## config.mk

```make
export PLATFORM = sky130hd
export DESIGN_NAME = fts_burst_sram
export DESIGN_NICKNAME = d
export VERILOG_FILES = /design/src/rtl/fts_pkg.sv /design/src/rtl/fts_burst_seq.sv /design/src/rtl/fts_write_decode.sv /design/src/rtl/fts_array.sv /design/src/rtl/fts_burst_sram.sv
export SDC_FILE = /design/constraint.sdc
export NUM_CORES = 2
export LEC_CHECK = 0
export BUFFER_PORTS_ARGS = -buffer_cell sky130_fd_sc_hd__buf_4
export CORE_MARGIN = 2
export CORE_UTILIZATION = 34
export CTS_CLUSTER_SIZE = 40
export DETAILED_ROUTE_END_ITERATION = 12
export PLACE_DENSITY_LB_ADDON = 0.15
export RECOVER_POWER = 25
export SYNTH_ARGS = -nofsm -noshare
export SYNTH_HDL_FRONTEND = slang
export SYNTH_HIERARCHICAL = 1
export SYNTH_SLANG_ARGS = --single-unit
```

## constraint.sdc

```tcl
create_clock -name clk -period 4.4 [get_ports clk]
set_clock_uncertainty 0.1 [all_clocks]
set_input_delay 0 -clock clk [delete_from_list [all_inputs] [get_ports clk]]
set_output_delay 0 -clock clk [all_outputs]
set_load 0.01 [all_outputs]
```

## src/rtl/fts_pkg.sv

```systemverilog
package fts_pkg;
    typedef enum logic [1:0] {
        ST_IDLE  = 2'd0,
        ST_READ  = 2'd1,
        ST_WRITE = 2'd2
    } fts_state_e;

    localparam int FTS_LANES  = 4;
    localparam int FTS_LANE_W = 8;
    localparam int FTS_CNT_W  = 2;
endpackage

```

## src/rtl/fts_burst_seq.sv

```systemverilog
module fts_burst_seq #(
    parameter int CW = 2
) (
    input  logic          clk,
    input  logic          rst_n,
    input  logic          load,
    input  logic [CW-1:0] load_lsb,
    input  logic          load_ilv,
    input  logic          step,
    output logic [CW-1:0] cur_lsb,
    output logic [CW-1:0] nxt_lsb
);
    logic [CW-1:0] base_q;
    logic [CW-1:0] cnt_q;
    logic          ilv_q;
    logic [CW-1:0] cnt_inc;

    assign cnt_inc = cnt_q + CW'(1);

    always_ff @(posedge clk or negedge rst_n) begin
        if (!rst_n) begin
            base_q <= '0;
            cnt_q  <= '0;
            ilv_q  <= 1'b0;
        end else if (load) begin
            base_q <= load_lsb;
            cnt_q  <= '0;
            ilv_q  <= load_ilv;
        end else if (step) begin
            cnt_q  <= cnt_inc;
        end
    end

    always_comb begin
        if (ilv_q) begin
            cur_lsb = base_q ^ cnt_q;
            nxt_lsb = base_q ^ cnt_inc;
        end else begin
            cur_lsb = base_q + cnt_q;
            nxt_lsb = base_q + cnt_inc;
        end
    end

    // a step advances the beat counter by exactly one
    a_r13_step_by_one: assert property (@(posedge clk) disable iff (!rst_n)
        (step && !load) |=> (cnt_q == CW'($past(cnt_q) + CW'(1))));

    // without step or load the beat position is held
    a_r14_hold_beat: assert property (@(posedge clk) disable iff (!rst_n)
        (!step && !load) |=> $stable(cnt_q));
endmodule

```

## src/rtl/fts_write_decode.sv

```systemverilog
module fts_write_decode #(
    parameter int LANES = 4
) (
    input  logic             gw_n,
    input  logic             bwe_n,
    input  logic [LANES-1:0] bw_n,
    output logic [LANES-1:0] mask,
    output logic             wr_req
);
    always_comb begin
        if (!gw_n) begin
            mask = '1;
        end else if (!bwe_n) begin
            mask = ~bw_n;
        end else begin
            mask = '0;
        end
        wr_req = |mask;
    end
endmodule

```

## src/rtl/fts_array.sv

```systemverilog
module fts_array #(
    parameter int AW     = 6,
    parameter int LANES  = 4,
    parameter int LANE_W = 8
) (
    input  logic                    clk,
    input  logic [LANES-1:0]        we,
    input  logic [AW-1:0]           waddr,
    input  logic [LANES*LANE_W-1:0] wdata,
    input  logic [AW-1:0]           raddr,
    output logic [LANES*LANE_W-1:0] rdata
);
    localparam int DEPTH = 1 << AW;

    for (genvar g = 0; g < LANES; g++) begin : g_lane
        logic [LANE_W-1:0] lane_mem [DEPTH];

        always_ff @(posedge clk) begin
            if (we[g]) begin
                lane_mem[waddr] <= wdata[g*LANE_W +: LANE_W];
            end
        end

        assign rdata[g*LANE_W +: LANE_W] = lane_mem[raddr];
    end
endmodule

```

## src/rtl/fts_burst_sram.sv

```systemverilog
module fts_burst_sram
    import fts_pkg::*;
#(
    parameter int ADDR_W = 6
) (
    input  logic                              clk,
    input  logic                              rst_n,
    input  logic                              ce1_n,
    input  logic                              ce2,
    input  logic                              ce3_n,
    input  logic                              adsp_n,
    input  logic                              adsc_n,
    input  logic                              adv_n,
    input  logic                              gw_n,
    input  logic                              bwe_n,
    input  logic [FTS_LANES-1:0]              bw_n,
    input  logic                              oe_n,
    input  logic                              mode,
    input  logic [ADDR_W-1:0]                 addr,
    input  logic [FTS_LANES*FTS_LANE_W-1:0]   din,
    output logic [FTS_LANES*FTS_LANE_W-1:0]   dout,
    output logic                              dout_en
);
    localparam int DATA_W = FTS_LANES * FTS_LANE_W;
    localparam int UP_W   = ADDR_W - FTS_CNT_W;

    fts_state_e state_q, state_d;

    logic                 sel, p_take, c_take, take_any;
    logic                 load, cont, step;
    logic [FTS_LANES-1:0] wr_mask, we_mask;
    logic                 wr_req;
    logic [UP_W-1:0]      upper_q;
    logic [FTS_CNT_W-1:0] cur_lsb, nxt_lsb;
    logic [ADDR_W-1:0]    waddr, raddr;
    logic [DATA_W-1:0]    rdata;

    // strobe and select decoding
    always_comb begin
        sel      = !ce1_n && ce2 && !ce3_n;
        p_take   = !adsp_n && !ce1_n;
        c_take   = !adsc_n && !p_take;
        take_any = p_take || c_take;
        load     = take_any && sel;
        cont     = !take_any && (state_q != ST_IDLE);
        step     = cont && !adv_n;
    end

    fts_write_decode #(.LANES(FTS_LANES)) u_dec (
        .gw_n   (gw_n),
        .bwe_n  (bwe_n),
        .bw_n   (bw_n),
        .mask   (wr_mask),
        .wr_req (wr_req)
    );

    fts_burst_seq #(.CW(FTS_CNT_W)) u_seq (
        .clk      (clk),
        .rst_n    (rst_n),
        .load     (load),
        .load_lsb (addr[FTS_CNT_W-1:0]),
        .load_ilv (mode),
        .step     (step),
        .cur_lsb  (cur_lsb),
        .nxt_lsb  (nxt_lsb)
    );

    always_ff @(posedge clk or negedge rst_n) begin
        if (!rst_n) begin
            upper_q <= '0;
        end else if (load) begin
            upper_q <= addr[ADDR_W-1:FTS_CNT_W];
        end
    end

    // write port: controller-start writes at the new address, beats at the beat address
    always_comb begin
        we_mask = '0;
        waddr   = {upper_q, (step ? nxt_lsb : cur_lsb)};
        if (load && c_take && wr_req) begin
            we_mask = wr_mask;
            waddr   = addr;
        end else if (cont && wr_req) begin
            we_mask = wr_mask;
        end
        raddr = {upper_q, cur_lsb};
    end

    fts_array #(.AW(ADDR_W), .LANES(FTS_LANES), .LANE_W(FTS_LANE_W)) u_mem (
        .clk   (clk),
        .we    (we_mask),
        .waddr (waddr),
        .wdata (din),
        .raddr (raddr),
        .rdata (rdata)
    );

    // state register
    always_ff @(posedge clk or negedge rst_n) begin
        if (!rst_n) begin
            state_q <= ST_IDLE;
        end else begin
            state_q <= state_d;
        end
    end

    // next state
    always_comb begin
        state_d = state_q;
        unique case (state_q)
            ST_IDLE: begin
                if (load) begin
                    state_d = (c_take && wr_req) ? ST_WRITE : ST_READ;
                end
            end
            ST_READ, ST_WRITE: begin
                if (take_any) begin
                    if (!sel) begin
                        state_d = ST_IDLE;
                    end else begin
                        state_d = (c_take && wr_req) ? ST_WRITE : ST_READ;
                    end
                end else begin
                    state_d = wr_req ? ST_WRITE : ST_READ;
                end
            end
            default: state_d = ST_IDLE;
        endcase
    end

    // outputs
    always_comb begin
        dout    = rdata;
        dout_en = (state_q == ST_READ) && !oe_n;
    end

    // any byte written turns the drive off after that edge
    a_r10_write_drive_off: assert property (@(posedge clk) disable iff (!rst_n)
        (|we_mask) |=> !dout_en);

    // a strobe taken while deselected ends the access
    a_r2_deselect_idle: assert property (@(posedge clk) disable iff (!rst_n)
        (take_any && !sel) |=> (state_q == ST_IDLE && !dout_en));

    // no array write on the processor-strobe edge
    a_r4_first_beat_quiet: assert property (@(posedge clk) disable iff (!rst_n)
        p_take |-> (we_mask == '0));
endmodule

```

==> results.json <==
{
  "synth-main-ff-cell": "edfxtp_1",
  "final.min_clock_period_ns": 4.31,
  "p_total_mw": 57.5,
  "avgSynthCellArea_um2": 21.4,
  "critical_path_class": "flip-flop to flip-flop",
  "dp_cells": 7020,
  "rows": 178,
  "cp-end-kind": "flip-flop",
  "ys_seq_area_frac": 0.767,
  "cts-buffers-inserted": 217,
  "cts_max_path_buffers": 3,
  "status": "finished with violations",
  "antenna_found_initial": 11,
  "wl_per_cell_um": 31.8,
  "tightest_slew_ns": 3.30,
  "crit_fanout": 9,
  "synth-seq-cells": 2059,
  "slowest_delay_ns": 0.63,
  "crit_arrival_ns": 4.70,
  "chipHeight_um": 491,
  "synth_top_area_frac": 0.764,
  "grt_pass1_vias": 40726,
  "layout_setup_ws_ns": 0.0923,
  "synthesis.area_um2": 80500,
  "grt.total_usage": 0.195,
  "hold_viol_final": 0,
  "final.setup.tns_ns": 0,
  "setup_viol": 0,
  "ys_types": 56,
  "ant_nets": 0,
  "maxCapViolCount": 27,
  "n_fill_cell": 21000,
  "violations": "max-capacitance violations, max-slew violations",
  "dp_hpwl_um": 148000,
  "root_buffer": "clkbuf_16",
  "drc": 0,
  "grt_max_degree": 65,
  "async_flop_share": 0.00534,
  "portBuffers": 86,
  "place_ws_ns": 0.0443,
  "insertion_delay_ns": 0.85,
  "slew_headroom": -1.20,
  "yosys.area.top_type": "edfxtp_1",
  "cts_tree": "done",
  "hold_path_class": "input port to flip-flop",
  "leakagePower_nw": 29.9,
  "fp.coreArea_um2": 235000,
  "vias_per_cell": 5.33,
  "max_freq_mhz": 232,
  "critical_path.cell_chain": "inv_1 > ha_1 > nor3_4 > mux2i_1 > a21oi_1 > or3b_2 > nor2_1 > buf_4 > and2_1",
  "num_vias": 40035,
  "wl_um": 238000,
  "synth_area_leaders": "edfxtp_1 (76%), mux4_2 (14%), and2_1 (2.0%)",
  "power_density_nw_per_um2": 610,
  "layout_common_cells": "edfxtp_1 (2,048), mux4_2 (507), buf_4 (272)",
  "die_x_um": 491,
  "min_period_over_period": 0.979,
  "synth_edf_count": 2048,
  "syn_nets": 3816,
  "cts.sinks": 2059,
  "fin_util": 0.401,
  "start_util": 0.342,
  "ys_warn_count": 6,
  "layout_commonest_cell": "edfxtp_1",
  "die_area_um2": 241000,
  "ir_drop_uv": 445,
  "clkTransAtPathRegs_ns": 0.06,
  "nNetsFinal": 4232,
  "pin_count": 87,
  "r2r_cells": 9,
  "cp-start-kind": "flip-flop",
  "layout-drive-gt1-share": 0.282,
  "htree_levels": 4,
  "overflow": 0,
  "place.gp.congestion": 0.881,
  "fin_cells": 7505,
  "slowest_stage": "a21oi_1",
  "min_path_cells": 5,
  "slew_viol_final": 1758,
  "syn_inst": 3757,
  "crit_required_ns": 4.80,
  "firstDrtPassIters": 5,
  "grt_pass1_wl_um": 330000,
  "drt-initial-drc-count": 4007,
  "rsz0062_at_grt": "false",
  "syn2layout_area_growth_pct": 17.2
}
==> per-stage QoR <==
step	hold WS (ns)	cell area (um2)
final	0.0961	94400
after floorplan	-0.396	80500
after global routing	0.0945	94400
after CTS	0.0371	94300
after detailed placement	-0.232	86400
after global placement	-0.234	86400
==> metal layers <==
metal	share of wire	wire (um)	global-route usage	vias to the layer above
met5	0.00042	99	0	-
met4	0.023	5450	0.0474	14
met3	0.063	15000	0.0429	289
met2	0.47	111000	0.305	1223
met1	0.45	107000	0.278	21988
li1	-	-	-	16521
==> final cells by class <==
class	count	area, um2	share of cell area
repair inverters	2	17.5	0.000186
clock buffers	278	5830	0.0617
clock inverters	113	920	0.00974
flip-flops and latches	2059	61800	0.655
multi-input cells	1465	17800	0.189
diodes	10	25.0	0.000265
inverters	9	52.6	0.000557
repair buffers	419	3980	0.0421
well taps	3150	3940	0.0418
==> worst max-delay path, delay by kind of cell (launching register included) <==
kind	cells	cell delay, ns
simple gates	4	2.08
compound gates	1	0.63
flops	1	0.39
fa+ha+maj	1	0.30
buf+inv	2	0.29
mux	1	0.14
==> cell families (layout without fill, tap and decap cells) <==
logic type | Yosys count | after routing | share of synthesized area
flip-flops | 2059 | 2059 | 0.767
other | 0 | 10 | 0
multiplexers | 625 | 625 | 0.157
AND/OR/NAND/NOR | 518 | 518 | 0.0346
XOR/XNOR | 4 | 4 | 0.000699
buffers and inverters | 233 | 821 | 0.0145
adder cells (fa/ha/maj) | 5 | 5 | 0.000777
AO/OA/AOI/OAI | 313 | 313 | 0.0256
==> Yosys cell counts, types with 8 or more instances <==
library cell / instances
clkbuf_1: 99
o22ai_1: 54
mux2_2: 20
and2_1: 254
o21a_1: 9
a31oi_1: 12
buf_2: 80
o21ai_0: 18
edfxtp_1: 2048
o21ai_1: 71
o221ai_1: 28
a221oi_1: 57
nand2_1: 71
buf_1: 12
inv_1: 8
nor3_1: 8
dfrtp_1: 11
buf_4: 17
buf_6: 14
nor2_1: 128
a21oi_1: 47
mux4_2: 507
mux2i_1: 98
nand3b_1: 10
==> registers in the layout (all words and copies together) (netlist names) <==
register	flops
upper_q	4
u_mem/g_lane.lane_mem	2048
state_q	2
u_seq/ilv_q	1
u_seq/base_q	2
u_seq/cnt_q	2
==> power breakdown <==
part	leakage, nW	switching (mW)	internal [mW]
Clock	3.27	7.59	9.89
Combinational	8.06	10.2	7.98
Sequential	18.5	0.118	21.8
Total	29.9	17.9	39.7
==> what timing repair did <==
item / 4_1_cts / 5_1_grt
hold buffers: 68 / 0
gates resized for setup: 44 / 31
endpoints found under the hold margin: 2070 / 0
pin swaps: 0 / 0
cloned: 7 / 3
setup endpoints to repair: 31 / 243
buffers inserted: 5 / 1
==> worst paths after layout <==
| check | startpoint | end | slack [ns] |
|---|---|---|---|
| min in group asynchronous | rst_n | state_q[0] | 0.17 |
| max in group asynchronous | rst_n | upper_q[1] | 3.45 |
| hold reg to reg | state_q[1] | state_q[1] | 0.49 |
| setup reg to reg | state_q[0] | u_mem/g_lane[3].lane_mem[58][4] | 0.09 |
| hold / removal | bw_n[1] | u_mem/g_lane[1].lane_mem[18][7] | 0.1 |
| setup / recovery | state_q[0] | u_mem/g_lane[3].lane_mem[58][4] | 0.09 |
(Power assumes the default switching activity.)
